[config.mk]
export PLATFORM = sky130hd
export DESIGN_NAME = smt_dispatch_arb
export DESIGN_NICKNAME = d
export VERILOG_FILES = /design/src/rtl/smt_arb_pkg.sv /design/src/rtl/smt_arb_select.sv /design/src/rtl/smt_arb_tally.sv /design/src/rtl/smt_arb_starve.sv /design/src/rtl/smt_dispatch_arb.sv
export SDC_FILE = /design/constraint.sdc
export NUM_CORES = 1
export LEC_CHECK = 0
export BUFFER_PORTS_ARGS = -buffer_cell sky130_fd_sc_hd__buf_2
export CORE_UTILIZATION = 32
export DETAILED_ROUTE_END_ITERATION = 10
export MAX_ROUTING_LAYER = met4
export RECOVER_POWER = 50
export SLEW_MARGIN = 20
export SYNTH_ARGS = -nofsm -noshare
export SYNTH_HDL_FRONTEND = slang
export SYNTH_SLANG_ARGS = --single-unit
export TNS_END_PERCENT = 1
[constraint.sdc]
create_clock -name clk -period 4.7 [get_ports clk]
set_input_delay 0.705 -clock clk [delete_from_list [all_inputs] [get_ports clk]]
set_output_delay 0.705 -clock clk [all_outputs]
set_load 0.1 [all_outputs]
[src/rtl/smt_arb_pkg.sv]
package smt_arb_pkg;
  localparam int NTHR = 2;

  typedef enum logic [1:0] {
    SEL_IDLE    = 2'd0,
    SEL_CREDIT  = 2'd1,
    SEL_HANDOFF = 2'd2,
    SEL_RELOAD  = 2'd3
  } sel_mode_e;
endpackage

[src/rtl/smt_arb_select.sv]
module smt_arb_select
  import smt_arb_pkg::*;
#(
  parameter int PRIO_W = 5
) (
  input  logic                          clk,
  input  logic                          rst_n,
  input  logic [NTHR-1:0]               valid_i,
  input  logic [NTHR-1:0][PRIO_W-1:0]   prio_i,
  output logic [NTHR-1:0]               grant_o
);
  localparam logic [PRIO_W-1:0] PRIO_TOP = {PRIO_W{1'b1}};

  logic [NTHR-1:0][PRIO_W-1:0] rnd_prio_q, credit_q, credit_d, fresh_prio;
  logic [NTHR-1:0]             holds, active, fresh_cand, enabled;
  logic                        last_t1_q;
  sel_mode_e                   mode;

  // Per-thread round bookkeeping; a top weight masks a lower peer.
  for (genvar t = 0; t < NTHR; t++) begin : g_thr
    localparam int PEER = NTHR - 1 - t;
    assign fresh_prio[t] = (prio_i[PEER] == PRIO_TOP && prio_i[t] != PRIO_TOP)
                           ? '0 : prio_i[t];
    assign enabled[t]    = (rnd_prio_q[t] != '0);
    assign holds[t]      = enabled[t] && (credit_q[t] != '0);
    assign active[t]     = holds[t] && valid_i[t];
    assign fresh_cand[t] = valid_i[t] && (fresh_prio[t] != '0);
  end

  function automatic logic [NTHR-1:0] pick(
    input logic [NTHR-1:0]   cand,
    input logic [PRIO_W-1:0] c0,
    input logic [PRIO_W-1:0] c1,
    input logic              last1
  );
    if (cand == 2'b00) return 2'b00;
    if (cand == 2'b01) return 2'b01;
    if (cand == 2'b10) return 2'b10;
    if (c0 > c1)       return 2'b01;
    if (c1 > c0)       return 2'b10;
    return last1 ? 2'b01 : 2'b10;
  endfunction

  always_comb begin
    mode    = SEL_IDLE;
    grant_o = '0;
    if (|active) begin
      mode    = SEL_CREDIT;
      grant_o = pick(active, credit_q[0], credit_q[1], last_t1_q);
    end else if (|holds) begin
      mode    = SEL_HANDOFF;
      grant_o = pick(valid_i & enabled, credit_q[0], credit_q[1], last_t1_q);
    end else if (|fresh_cand) begin
      mode    = SEL_RELOAD;
      grant_o = pick(fresh_cand, fresh_prio[0], fresh_prio[1], last_t1_q);
    end
  end

  always_comb begin
    for (int t = 0; t < NTHR; t++) begin
      credit_d[t] = (mode == SEL_RELOAD) ? fresh_prio[t] : credit_q[t];
      if ((mode == SEL_RELOAD || mode == SEL_CREDIT) && grant_o[t])
        credit_d[t] = credit_d[t] - 1'b1;
    end
  end

  always_ff @(posedge clk) begin
    if (!rst_n) begin
      rnd_prio_q <= '0;
      credit_q   <= '0;
      last_t1_q  <= 1'b1;
    end else begin
      credit_q <= credit_d;
      if (mode == SEL_RELOAD) rnd_prio_q <= fresh_prio;
      if (|grant_o)           last_t1_q  <= grant_o[1];
    end
  end
endmodule

[src/rtl/smt_arb_tally.sv]
module smt_arb_tally #(
  parameter int SIZE_W = 3,
  parameter int CNT_W  = 16
) (
  input  logic              clk,
  input  logic              rst_n,
  input  logic              take_i,
  input  logic [SIZE_W-1:0] size_i,
  output logic [CNT_W-1:0]  count_o
);
  always_ff @(posedge clk) begin
    if (!rst_n)      count_o <= '0;
    else if (take_i) count_o <= count_o + CNT_W'(size_i);
  end
endmodule

[src/rtl/smt_arb_starve.sv]
module smt_arb_starve #(
  parameter int LIMIT = 64
) (
  input  logic clk,
  input  logic rst_n,
  input  logic want_i,
  input  logic got_i,
  output logic flag_o
);
  localparam int CW = $clog2(LIMIT + 1);
  localparam logic [CW-1:0] LIM = CW'(LIMIT);

  logic [CW-1:0] wait_q;

  always_ff @(posedge clk) begin
    if (!rst_n || !want_i || got_i) wait_q <= '0;
    else if (wait_q != LIM)         wait_q <= wait_q + 1'b1;
  end

  assign flag_o = (wait_q == LIM);
endmodule

[src/rtl/smt_dispatch_arb.sv]
module smt_dispatch_arb
  import smt_arb_pkg::*;
#(
  parameter int PRIO_W       = 5,
  parameter int SIZE_W       = 3,
  parameter int CNT_W        = 16,
  parameter int STARVE_LIMIT = 64
) (
  input  logic                        clk,
  input  logic                        rst_n,
  input  logic [NTHR-1:0]             thr_valid_i,
  input  logic [NTHR-1:0][PRIO_W-1:0] thr_prio_i,
  input  logic [NTHR-1:0][SIZE_W-1:0] thr_size_i,
  output logic [NTHR-1:0]             grant_o,
  output logic [NTHR-1:0][CNT_W-1:0]  dispatch_cnt_o,
  output logic [NTHR-1:0]             starve_o
);
  smt_arb_select #(.PRIO_W(PRIO_W)) sel_i (
    .clk     (clk),
    .rst_n   (rst_n),
    .valid_i (thr_valid_i),
    .prio_i  (thr_prio_i),
    .grant_o (grant_o)
  );

  for (genvar t = 0; t < NTHR; t++) begin : g_thr
    smt_arb_tally #(.SIZE_W(SIZE_W), .CNT_W(CNT_W)) tally_i (
      .clk     (clk),
      .rst_n   (rst_n),
      .take_i  (grant_o[t]),
      .size_i  (thr_size_i[t]),
      .count_o (dispatch_cnt_o[t])
    );

    smt_arb_starve #(.LIMIT(STARVE_LIMIT)) starve_i (
      .clk    (clk),
      .rst_n  (rst_n),
      .want_i (thr_valid_i[t]),
      .got_i  (grant_o[t]),
      .flag_o (starve_o[t])
    );
  end
endmodule

; ---- Word level (Yosys, flattened, before mapping)
; Cells that the tools add are included.
[classes]
addsub = 6
magnitude_cmp = 4
n_eq_ne = 16
mux = 122
n_bitwise = 1
n_reduce_logical = 31
[op_table]
columns = cell, n
row1 = 2-bit 2-to-1 mux, 43
row2 = 1-bit 2-to-1 mux, 73
row3 = 16-bit by 3-bit adder with 16-bit output, 2
row4 = 5-bit 2-to-1 mux, 6
row5 = 5-bit nonzero test, 6
row6 = 5-bit greater-than comparator, 4
row7 = 7-bit by 1-bit adder with 7-bit output (second input constant), 2
row8 = 7-bit == test (second input constant), 2
row9 = 7-bit != test (second input constant), 2
row10 = 5-bit == test (second input constant), 2
row11 = 1-bit logical AND, 10
row12 = 5-bit != test (second input constant), 2
row13 = 5-bit by 1-bit subtractor with 5-bit output (second input constant), 2
row14 = 2-bit by 1-bit == test with 1-bit output (second input constant), 4
row15 = 2-bit == test (second input constant), 4
row16 = 2-bit OR reduction, 4
row17 = 2-bit zero test, 3
row18 = 1-bit logical OR, 5
row19 = 1-bit zero test, 3
row20 = 2-bit bitwise AND, 1
[word_totals]
regBits = 67
input_bits = 20
output_inout_bits = 36
word_cells = 189

; ---- Depth between registers and ports, before layout
[depth]
depth_word = 42
ltp_mapped = 14

; ---- By module
; From an unflattened synthesis, not the netlist that was laid out.
[unflattened]
cells_unflattened = 459
hier_area_um2 = 3963.8
[modules_own_cells]
columns = module, n_inst, cells_each, area_per_inst_um2, seq_area_each_um2
row1 = smt_arb_select, 1, 202, 1616.6, 420.4
row2 = smt_arb_tally at g_thr[0].tally_i, 1, 89, 845.8, 320.3
row3 = smt_arb_tally at g_thr[1].tally_i, 1, 90, 790.8, 320.3
row4 = smt_arb_starve, 2, 39, 355.3, 140.1

; ---- Worst setup path before layout
; No wires, ideal clock.
[synth_timing]
path_kind = input to output
from = input port thr_prio_i[7] (netlist name)
to = output port grant_o[0]
t_arrival_ns = 2.932
required_time_ns = 3.995
path_slack_ns = 1.063
path_stages = 12
path_buffers = 1
cell_sequence = and3_1 > and3_1 > nand2_1 > and2_1 > ha_1 > and4b_1 > a31oi_1 > o31a_1 > o211ai_2 > a21o_1 > inv_1 > buf_4
[synth_lines]
columns = element, line
row1 = from (decl), smt_dispatch_arb.sv:12  ; input logic [NTHR-1:0][PRIO_W-1:0] thr_prio_i,
row2 = to (decl), smt_dispatch_arb.sv:14  ; output logic [NTHR-1:0] grant_o,

==> impl_metrics.env <==
export IMPL_outcome="completed"
export IMPL_setup_viol_count_final=0
export IMPL_crit_fanout=5
export IMPL_synth_edf_count=0
export IMPL_clock_latency_ns=0.33
export IMPL_syn_inst=430
export IMPL_grt_total_usage_pct=16.5
export IMPL_drc=0
export IMPL_cts_buffers=9
export IMPL_rsz0062_at_grt="false"
export IMPL_via_per_inst=5.12
export IMPL_fillers=1146
export IMPL_die_area_um2=12000
export IMPL_critPathArrivalTime_ns=3.53
export IMPL_leakage_nw=1.70
export IMPL_cp_start_kind="primary input"
export IMPL_cts_buffer_depth=2
export IMPL_start_util_pct=33.5
export IMPL_ir_worst_vdd_v=0.000458
export IMPL_finalCriticalPeriod_ns=4.23
export IMPL_layout_commonest_cell="nor2_1"
export IMPL_final_setup_tns_ns=0
export IMPL_fmax_ghz=0.236
export IMPL_cts_root_buffer="clkbuf_16"
export IMPL_die_width_um=110
export IMPL_post_cts_resize_count=0
export IMPL_ant_nets=0
export IMPL_cts_reportedPaths_clkPinSlew_ns=0.06
export IMPL_rows=38
export IMPL_avgSynthCellArea_um2=8.63
export IMPL_ioPinCount=56
export IMPL_antenna_found_initial=0
export IMPL_antenna_cells=0
export IMPL_synth_seq_cells=67
export IMPL_cap_violations=0
export IMPL_dp_hpwl_um=6610
export IMPL_htree_num_levels=3
export IMPL_routed_via_count=3229
export IMPL_place_inst=615
export IMPL_die_y_um=110
export IMPL_syn2layout_area_growth_pct=17.1
export IMPL_gp_congestion=0.950
export IMPL_reg2regPathDepth=10
export IMPL_grt_pass1_vias=3055
export IMPL_slew_violations=0
export IMPL_r2r_start="sel_i.credit_q[7]"
export IMPL_powerDensity_nw_per_um2=689
export IMPL_syn_num_nets=474
export IMPL_hold_buffers=0
export IMPL_ys_seq_area_share_pct=36.2
export IMPL_layout_drive_gt1_share_pct=10.8
export IMPL_hp_start="g_thr[0].tally_i.count_o[0]"
export IMPL_wl_per_cell_um=14.1
export IMPL_tightest_slew_ns=1.20
export IMPL_cp_end_kind="primary output"
export IMPL_min_path_type="flop to flop"
export IMPL_synth_cell_type_count=59
export IMPL_fin_nets=530
export IMPL_grt_overflow=0
export IMPL_first_iter_violations=144
export IMPL_slew_headroom_pct=20.6
export IMPL_synth_main_ff_cell="dfxtp_1"
export IMPL_core_area_um2=11100
export IMPL_post_route_period_util_pct=90.0
export IMPL_final_cell_mix="70 x nor2_1, 67 x dfxtp_1, 38 x clkbuf_1, 31 x nand2_1, 29 x xnor2_1"
export IMPL_cts_sinks=67
export IMPL_crit_start="thr_prio_i[6]"
export IMPL_finalWirelength_um=8870
export IMPL_synthArstFlopShare_pct=0
export IMPL_port_buffers=55
export IMPL_postCtsSetupBuffers=0
export IMPL_drtPass1Iterations=4
export IMPL_grt_max_degree=38
export IMPL_yosys_warnings=0
export IMPL_skew_ns=0.00612
export IMPL_finalNonFillerCells=631
export IMPL_worst_setup_path_type="primary input to primary output"
export IMPL_worstPathRequired_ns=3.99
export IMPL_min_path_cells=2
export IMPL_syn_area_um2=3710
export IMPL_cts_tree="yes"
export IMPL_finalHoldViolCount=0
export IMPL_grt_first_pass_wirelength_um=14900
## cells by family after synthesis
logic type | after synthesis | synth area share (%)
simple gates | 191 | 26.0
mux | 6 | 1.69
flops | 67 | 36.2
buf+inv | 36 | 4.49
compound gates | 64 | 13.3
xor+xnor | 42 | 9.92
fa+ha+maj | 24 | 8.50
## critical path: stages
cell      delay, ns
clkbuf_1       0.20
and3_1         0.21
and3_1         0.25
nand2_1        0.13
and2_0         0.18
ha_1           0.31
and4b_1        0.20
a31oi_1        0.16
o31a_1         0.21
o211ai_1       0.17
a21o_1         0.25
inv_1          0.10
buf_2          0.44
## path summary, 6_finish.rpt
check / end / slack [ns]
max: grant_o[0] / 0.47
min: g_thr[0].tally_i.count_o[0] / 0.49
max reg2reg: sel_i.credit_q[4] / 1.50
min reg2reg: g_thr[0].tally_i.count_o[0] / 0.49
## per-stage QoR
stage / utilization (%) / cell area, um^2 / hold WS [ns] / total power [W] / setup WS, ns
after floorplan: - / 3710 / 0.449 / 0.00205 / 1.06
after global placement: 37.1 / 4110 / 0.461 / 0.00232 / 0.683
after detailed placement: 37.1 / 4110 / 0.480 / 0.00235 / 0.589
after CTS: 39.8 / 4410 / 0.489 / 0.00305 / 0.581
after global routing: 39.2 / 4340 / 0.510 / 0.00321 / 0.262
final: 39.2 / 4340 / 0.489 / 0.00299 / 0.470
## synth_stat cells (all sizes together), types with 5 or more instances
cell	number	share of area, %
and3	14	2.4
inv	21	2.1
ha	22	7.4
buf	7	1.6
a21oi	13	2.1
nand2	31	3.1
nor2	72	7.4
xor2	13	3.1
nor3	7	0.94
or4	5	1.0
nand4	5	0.84
o21ai	9	1.3
a22oi	19	4.0
clkbuf	8	0.81
and2	9	1.5
dfxtp	67	36
nand3	18	2.4
xnor2	29	6.8
nor4	8	1.9
## routing by layer
metal | share of wire, % | up-vias | wire (um) | global-route usage, %
met5 | 0 | - | 0 | -
met4 | 1.3 | 0 | 114 | 5.90
met3 | 4.3 | 10 | 377 | 3.79
met2 | 45 | 79 | 4000 | 24.8
met1 | 49 | 1532 | 4380 | 21.7
li1 | - | 1608 | - | -
## final cells by class
cell class              instances  area, um^2  share of cell area (%)
repair buffers                 60         258                    5.93
flip-flops and latches         67        1340                    30.9
well taps                     140         175                    4.03
multi-input cells             327        2190                    50.3
inverters                      21        78.8                    1.81
clock buffers                  10         239                    5.50
clock inverters                 6        65.1                    1.50
## flip-flops by register name, summed over array words and instances (netlist names)
signal	cells
g_thr.starve_i.wait_q	14
sel_i.rnd_prio_q	10
sel_i.last_t1_q	1
g_thr.tally_i.count_o	32
sel_i.credit_q	10
## power breakdown
group	total, W	switching, W	leakage, nW	internal [W]
Clock	0.000686	0.000262	0.148	0.000425
Sequential	0.000752	0.0000791	0.545	0.000673
Combinational	0.00155	0.00109	1.01	0.000464
Power figures use the tool's default switching activity.
